$ cat config.mk
export PLATFORM = sky130hd
export DESIGN_NAME = lpc_pwrctl
export DESIGN_NICKNAME = d
export VERILOG_FILES = /design/src/rtl/lpc_pwr_pkg.sv /design/src/rtl/lpc_pwr_sync.sv /design/src/rtl/lpc_pwr_ctlreg.sv /design/src/rtl/lpc_pwr_level.sv /design/src/rtl/lpc_pwrctl.sv
export SDC_FILE = /design/constraint.sdc
export NUM_CORES = 1
export LEC_CHECK = 0
export BUFFER_PORTS_ARGS = -buffer_cell sky130_fd_sc_hd__buf_4
export CAP_MARGIN = 15
export CORE_UTILIZATION = 49
export CTS_BUF_LIST = sky130_fd_sc_hd__clkbuf_4
export DETAILED_ROUTE_END_ITERATION = 10
export PLACE_DENSITY = 0.81
export SYNTH_ARGS = -nofsm -noshare
export SYNTH_HDL_FRONTEND = slang
export SYNTH_HIERARCHICAL = 1
export SYNTH_SLANG_ARGS = --single-unit
$ cat constraint.sdc
create_clock -name clk -period 2 [get_ports clk]
set_input_delay 0.3 -clock clk [delete_from_list [all_inputs] [get_ports clk]]
set_output_delay 0.3 -clock clk [all_outputs]
set_load 0.02 [all_outputs]
$ cat src/rtl/lpc_pwr_pkg.sv
package lpc_pwr_pkg;

  typedef enum logic [2:0] {
    LVL_RUN    = 3'd0,
    LVL_SWSD   = 3'd1,
    LVL_HWSD   = 3'd2,
    LVL_SWRST  = 3'd3,
    LVL_HWRST  = 3'd4,
    LVL_SYSRST = 3'd5
  } lvl_e;

  localparam int CTL_SWRST = 0;
  localparam int CTL_SDEN  = 1;
  localparam int CTL_SWSD  = 2;
  localparam int CTL_CHAN_LSB = 3;

  function automatic logic lvl_is_shutdown(input lvl_e l);
    return (l == LVL_SWSD) || (l == LVL_HWSD);
  endfunction

endpackage

$ cat src/rtl/lpc_pwr_sync.sv
module lpc_pwr_sync #(
  parameter int WIDTH = 2,
  parameter int STAGES = 2,
  parameter logic [WIDTH-1:0] RST_VAL = '1
) (
  input  logic             clk,
  input  logic             rst,
  input  logic [WIDTH-1:0] d,
  output logic [WIDTH-1:0] q
);

  logic [WIDTH-1:0] stg [STAGES];

  generate
    for (genvar s = 0; s < STAGES; s++) begin : g_stage
      if (s == 0) begin : g_first
        always_ff @(posedge clk) begin
          if (rst) stg[0] <= RST_VAL;
          else     stg[0] <= d;
        end
      end else begin : g_next
        always_ff @(posedge clk) begin
          if (rst) stg[s] <= RST_VAL;
          else     stg[s] <= stg[s-1];
        end
      end
    end
  endgenerate

  assign q = stg[STAGES-1];

endmodule

$ cat src/rtl/lpc_pwr_ctlreg.sv
module lpc_pwr_ctlreg
  import lpc_pwr_pkg::*;
#(
  parameter int W = 10
) (
  input  logic         clk,
  input  logic         rst,
  input  logic         we,
  input  logic [W-1:0] wdata,
  input  lvl_e         lvl_d,
  output logic [W-1:0] ctl_q
);

  logic [W-1:0] nxt;

  always_comb begin
    nxt = we ? wdata : ctl_q;
    case (lvl_d)
      LVL_HWRST: begin
        nxt[CTL_SWRST] = 1'b0;
        nxt[CTL_SDEN]  = 1'b0;
        nxt[CTL_SWSD]  = 1'b0;
      end
      LVL_SWRST: begin
        nxt[CTL_SDEN]  = 1'b0;
        nxt[CTL_SWSD]  = 1'b0;
      end
      LVL_HWSD:  nxt[CTL_SWSD] = 1'b0;
      default: ;
    endcase
  end

  always_ff @(posedge clk) begin
    if (rst) ctl_q <= '0;
    else     ctl_q <= nxt;
  end

endmodule

$ cat src/rtl/lpc_pwr_level.sv
module lpc_pwr_level
  import lpc_pwr_pkg::*;
#(
  parameter int W = 10,
  parameter int N_OPT = 4,
  parameter int OPT_LSB = 6
) (
  input  logic             clk,
  input  logic             rst,
  input  logic [W-1:0]     ctl_q,
  input  logic             hwrst_s,
  input  logic             pd_s,
  output lvl_e             lvl_d,
  output lvl_e             state_q,
  output logic             iso_core_q,
  output logic [N_OPT-1:0] iso_opt_q,
  output logic             init_q
);

  logic             shut_d;
  logic [N_OPT-1:0] opt_d;

  always_comb begin
    if (hwrst_s)                      lvl_d = LVL_HWRST;
    else if (ctl_q[CTL_SWRST])        lvl_d = LVL_SWRST;
    else if (pd_s && ctl_q[CTL_SDEN]) lvl_d = LVL_HWSD;
    else if (ctl_q[CTL_SWSD])         lvl_d = LVL_SWSD;
    else                              lvl_d = LVL_RUN;
  end

  assign shut_d = lvl_is_shutdown(lvl_d);

  generate
    for (genvar i = 0; i < N_OPT; i++) begin : g_opt
      assign opt_d[i] = shut_d & ctl_q[OPT_LSB+i];
    end
  endgenerate

  always_ff @(posedge clk) begin
    if (rst) begin
      state_q    <= LVL_SYSRST;
      iso_core_q <= 1'b0;
      iso_opt_q  <= '0;
      init_q     <= 1'b0;
    end else begin
      state_q    <= lvl_d;
      iso_core_q <= shut_d;
      iso_opt_q  <= opt_d;
      init_q     <= (lvl_d > state_q);
    end
  end

endmodule

$ cat src/rtl/lpc_pwrctl.sv
module lpc_pwrctl
  import lpc_pwr_pkg::*;
#(
  parameter int N_CHAN = 3,
  parameter int N_OPT = 4,
  parameter int SYNC_STAGES = 2,
  localparam int W = 3 + N_CHAN + N_OPT,
  localparam int OPT_LSB = CTL_CHAN_LSB + N_CHAN
) (
  input  logic             clk,
  input  logic             rst,
  input  logic             host_rst_n,
  input  logic             pwrdn_n,
  input  logic             reg_we,
  input  logic [W-1:0]     reg_wdata,
  output logic [W-1:0]     reg_rdata,
  output logic [2:0]       lvl_state,
  output logic             iso_core,
  output logic [N_OPT-1:0] iso_opt,
  output logic             lpc_init
);

  logic [1:0] pins_s;
  logic [W-1:0] ctl_q;
  lvl_e lvl_d;
  lvl_e state_q;

  lpc_pwr_sync #(.WIDTH(2), .STAGES(SYNC_STAGES), .RST_VAL(2'b11)) u_sync (
    .clk(clk), .rst(rst), .d({pwrdn_n, host_rst_n}), .q(pins_s)
  );

  lpc_pwr_ctlreg #(.W(W)) u_ctl (
    .clk(clk), .rst(rst), .we(reg_we), .wdata(reg_wdata),
    .lvl_d(lvl_d), .ctl_q(ctl_q)
  );

  lpc_pwr_level #(.W(W), .N_OPT(N_OPT), .OPT_LSB(OPT_LSB)) u_lvl (
    .clk(clk), .rst(rst), .ctl_q(ctl_q),
    .hwrst_s(~pins_s[0]), .pd_s(~pins_s[1]),
    .lvl_d(lvl_d), .state_q(state_q),
    .iso_core_q(iso_core), .iso_opt_q(iso_opt), .init_q(lpc_init)
  );

  assign reg_rdata = ctl_q;
  assign lvl_state = state_q;

endmodule

After elaboration in Yosys (flattened, before gate mapping)
Memory sizes are Yosys's and may differ from the RTL's.
Index checks and enable logic that the tools add are counted.
{ "word_totals": {"register_bits": 19, "mem_bits_rw": 4, "inputBits": 15, "output_inout_bits": 19, "wordCells": 35, "memories": 1} }
{ "op_classes": {"n_lt_le_gt_ge": 1, "n_eq_ne": 4, "mux": 9, "bitwise": 7, "n_reduce_logical": 5} }
{ "mem_list": {"columns": ["name", "words", "word_bits", "read_ports", "rd_clocked_by_memory_dff", "wr", "line", "rtl"], "rows": [
  ["u_sync.stg", 2, 2, 2, 0, 2, "lpc_pwr_sync.sv:12", "logic [WIDTH-1:0] stg [STAGES];"]
]} }
{ "op_table": {"columns": ["op", "n"], "rows": [
  ["2-to-1 mux 3 bit", 3],
  ["== test 3 x 2 -> 1 bit (second input constant)", 2],
  ["AND 1 bit", 4],
  ["2-to-1 mux 1 bit", 4],
  ["2-to-1 mux 2 bit", 2],
  ["OR reduction 4 bit", 1],
  ["== test 3 x 1 -> 1 bit (second input constant)", 1],
  ["== test 3 bit (second input constant)", 1],
  ["> comparator 3 bit", 1],
  ["OR reduction 3 bit", 1],
  ["OR 1 bit", 2],
  ["OR reduction 2 bit", 1],
  ["logical AND 1 bit", 1],
  ["logical OR 1 bit", 1],
  ["NOT 1 bit", 1]
]} }

Logic depth before layout (Yosys ltp)
An unclocked memory read counts as a cell.
{ "logic_depth": {"word_depth": 9, "mapped_depth": 7, "ltp_nobuf": 7} }

Cells and area by module
Netlist, hierarchy kept.
{ "modules_own_cells": {"columns": ["module", "instances", "cells_each", "area_each_um2", "seq_area_each_um2"], "rows": [
  ["lpc_pwr_ctlreg", 1, 35, 387.9, 200.2],
  ["lpc_pwr_level", 1, 34, 359.1, 180.2],
  ["lpc_pwr_sync", 1, 8, 105.1, 80.1],
  ["lpc_pwrctl", 1, 2, 7.5, 0.0]
]} }

Worst setup path after synthesis
OpenSTA, ideal clock, no wires.
{ "synth_timing": {"path_kind": "register to register", "from": "register u_ctl.ctl_q[0]", "to": "register u_lvl.init_q", "setup_time_ns": 0.118, "arrival_ns": 1.393, "required_ns": 1.882, "path_slack_ns": 0.489, "stages_incl_launch_ff": 7, "n_path_buf": 0, "synth_period_minus_slack_ns": 1.511, "path_cell_list": "dfxtp_1 > a21oi_1 > nor2_1 > ha_1 > nor2b_1 > nor3_1 > nor3_1"} }
{ "synth_between": {"elab_chain_cells": 3} }
{ "synth_lines": {"columns": ["item", "line", "rtl"], "rows": [
  ["from (decl)", "lpc_pwr_ctlreg.sv:11", "output logic [W-1:0] ctl_q"],
  ["from (signal assigned)", "lpc_pwr_ctlreg.sv:35", "else ctl_q <= nxt;"],
  ["2-to-1 mux 3 bit", "lpc_pwr_level.sv:25", "else if (ctl_q[CTL_SWRST]) lvl_d = LVL_SWRST;"],
  ["2-to-1 mux 3 bit", "lpc_pwr_level.sv:24", "if (hwrst_s) lvl_d = LVL_HWRST;"],
  ["via lvl_d[1]", "lpc_pwrctl.sv:25", "lvl_e lvl_d;"],
  ["> comparator 3 bit", "lpc_pwr_level.sv:49", "init_q <= (lvl_d > state_q);"],
  ["to (signal assigned)", "lpc_pwr_level.sv:49", null],
  ["to (decl)", "lpc_pwr_level.sv:17", "output logic init_q"]
]} }
The timed path passes the listed nets, and every way through them passes these cells.
A chain may end at the register's enable or synchronous reset.

Final worst setup path
Same ends and word-level chain as after synthesis.

==> impl_metrics.tcl <==
set metrics [dict create \
    cts_hold_buf 0 \
    fp.dieW_um 43.9 \
    synthCells 79 \
    cp_max_fo 5 \
    area_delta_synth_final_pct 32.0 \
    drt-total-wl_um 1620 \
    dr.max_layer_used "met4" \
    fp-row-count 14 \
    cp_slowest_cell "dfxtp_1" \
    drive_gt1_frac 0.372 \
    yosysTopAreaCell "dfxtp_1" \
    track_usage 0.183 \
    drt_pre_antenna_iters 6 \
    syn_area_um2 860 \
    ys_top_cells_by_area "dfxtp_1 (54%), mux2i_1 (12%), ha_1 (4.4%)" \
    wl_met3_um 66 \
    cts_root_buf "clkbuf_4" \
    maxSlewViolCount 0 \
    wire_per_inst_um 12.5 \
    finalCriticalPeriod_ps 1570 \
    synth_compound_area_frac 0.0611 \
    leakage_nw 0.564 \
    min_path_type "primary input to flop" \
    synthMuxAreaShare 0.116 \
    synth_top_family_by_area "simple AND/OR/NAND/NOR gates" \
    synth-xor-area-share 0 \
    yosys.area_share.adder 0.0437 \
    met1_length_um 699 \
    drt_iter0_markers 20 \
    synth_fp_nets 97 \
    core_mm2 0.00158 \
    slowest_delay_ps 460 \
    start_kind "flop" \
    setup_viol 0 \
    reg2reg_to "u_lvl/init_q" \
    postCtsResizedCells 0 \
    wl_met2_um 839 \
    r2r_start "u_ctl/ctl_q[0]" \
    cp_common_cell "nor3_1" \
    final_util 0.720 \
    path_cells "a21oi_1, nor2_1, ha_1, nor2b_1, nor3_1, nor3_1" \
    hold_end "u_sync/stg[0][0]" \
    gp_congestion 0.714 \
    yosysUniqueCellTypes 25 \
    min_from "host_rst_n" \
    io_buffer_count 33 \
    cts_num_sinks 23 \
    cts_tree "yes" \
    worstRegToRegCells 6 \
    ys_warn_count 6 \
    cp-end-kind "flop" \
    io_pins 34 \
    grt_max_degree 18 \
    drc 0 \
    power_density_mw_per_mm2 757 \
    diodes 0 \
    avgSynthCellArea_um2 10.9 \
    dr_total_vias 632 \
    final-hold-violation-count 0 \
    antenna_found_initial 0 \
    vdd_drop_max_mv 0.717 \
    grt_pass1_vias 586 \
    rsz0062_at_grt "false" \
    finalSetupTns_ps 0 \
    finalNetCount 132 \
    synth.top_cell.area_share 0.536 \
    dp_hpwl_um 1240 \
    yosys.area_share.simple 0.191 \
    numCtsBuffers 3 \
    post-cts-setup-buffers 0 \
    grt_pass1_wl_um 2600 \
    synth_edf_count 0 \
    n_fill_cell 126 \
    max-cap-violations 0 \
    initial_core_util 0.545 \
    rrSetupSlack_ps 430 \
    whs_path_depth 2 \
    outcome "complete, no violations" \
    grt-ovfl-total 0 \
    htreeDepth 1 \
    tightest_slew_ps 420 \
    cts_buffer_depth 2 \
    ant_nets 0 \
    fmaxAchievable_mhz 636 \
    clk_latency_ps 300 \
    yosys_most_used_dff "dfxtp_1" \
    async_flop_share 0 \
    via_per_inst 4.90 \
    setup_slack_ps 428 \
    arrival_ps 1770 \
    synth_most_common_cell "dfxtp_1" \
    pre_cts_ws_ps 441 \
    die_h_um 43.9 \
    ys_seq_area_frac 0.536 \
    criticalPathCategory "flop to flop" \
    fin_skew_ps 2.48 \
    max-slew-margin-rel 0.720 \
    synthTopCellsByCount "dfxtp_1 (23), mux2i_1 (10), nor2_1 (9)" \
    cp.required_ps 2200 \
    die_area_mm2 0.00193 \
    final.period_utilization 0.786 \
    finalPower_mw 0.859 \
    clkTransAtPathRegs_ps 110 \
    synth-seq-cells 23 \
]
sequential cells by signal, indices dropped and copies added (netlist names):
| signal | cells |
|---|---|
| u_ctl/ctl_q | 10 |
| u_lvl/iso_core_q | 1 |
| u_lvl/init_q | 1 |
| u_sync/stg | 4 |
| u_lvl/state_q | 3 |
| u_lvl/iso_opt_q | 4 |
worst max-delay path by stage:
stage | from | depth (start not counted) | endpoint
final | u_ctl/ctl_q[0] | 6 | u_lvl/init_q
after global routing | u_ctl/ctl_q[0] | 6 | u_lvl/init_q
after CTS | u_ctl/ctl_q[0] | 6 | u_lvl/init_q
after detailed placement | u_ctl/ctl_q[0] | 6 | u_lvl/init_q
after global placement | u_ctl/ctl_q[0] | 6 | u_lvl/init_q
after floorplan | u_ctl/ctl_q[0] | 6 | u_lvl/init_q
layer usage:
| metal | GRT usage | up-vias |
|---|---|---|
| li1 | - | 328 |
| met1 | 0.208 | 277 |
| met2 | 0.337 | 23 |
| met3 | 0.0667 | 4 |
| met4 | 0.0182 | 0 |
| met5 | 0 | - |
cell type report:
cell class	instances	area, µm²	share of cell area
Clock buffer	4	30.0	0.0265
Inverter	6	22.5	0.0198
Multi-Input combinational cell	47	354	0.312
Sequential cell	23	460	0.406
Tap cell	16	20.0	0.0176
Timing Repair Buffer	33	248	0.218
where the power goes:
group	internal, mW	switching (mW)
sequential	0.481	0.0147
clock	0.0913	0.124
combinational	0.0722	0.0753
cells by family (layout without fill, tap and decap cells):
logic type | after synthesis | after routing
AND/OR/NAND/NOR | 28 | 28
flip-flops | 23 | 23
multiplexers | 10 | 10
buffers and inverters | 9 | 43
AO/OA/AOI/OAI | 6 | 6
adder cells (fa/ha/maj) | 3 | 3
stage by stage:
stage / instance area, µm² / std cells / hold slack (ps)
4_1_cts: 1130 / 129 / 161
6_report: 1130 / 129 / 167
5_1_grt: 1130 / 129 / 145
3_3_place_gp: 1100 / 125 / 389
3_5_place_dp: 1100 / 125 / 395
2_1_floorplan: 860 / 79 / 379
placed cells by master (no fill, tap or decap), drive strengths merged, types with 2 or more instances in the layout:
cell,n
or2,5
and2,4
nor2,9
a21oi,2
dfxtp,23
clkbuf,4
buf,33
ha,3
mux2i,10
inv,6
nor3,4
critical path: cells and delay by family, from the launching register on:
family,cells,cell delay [ps]
AOI/OAI and AO/OA,1,90
adders and majority gates,1,300
DFF,1,460
and+or+nand+nor,4,630
No activity file was read; power rests on OpenSTA's default activity.
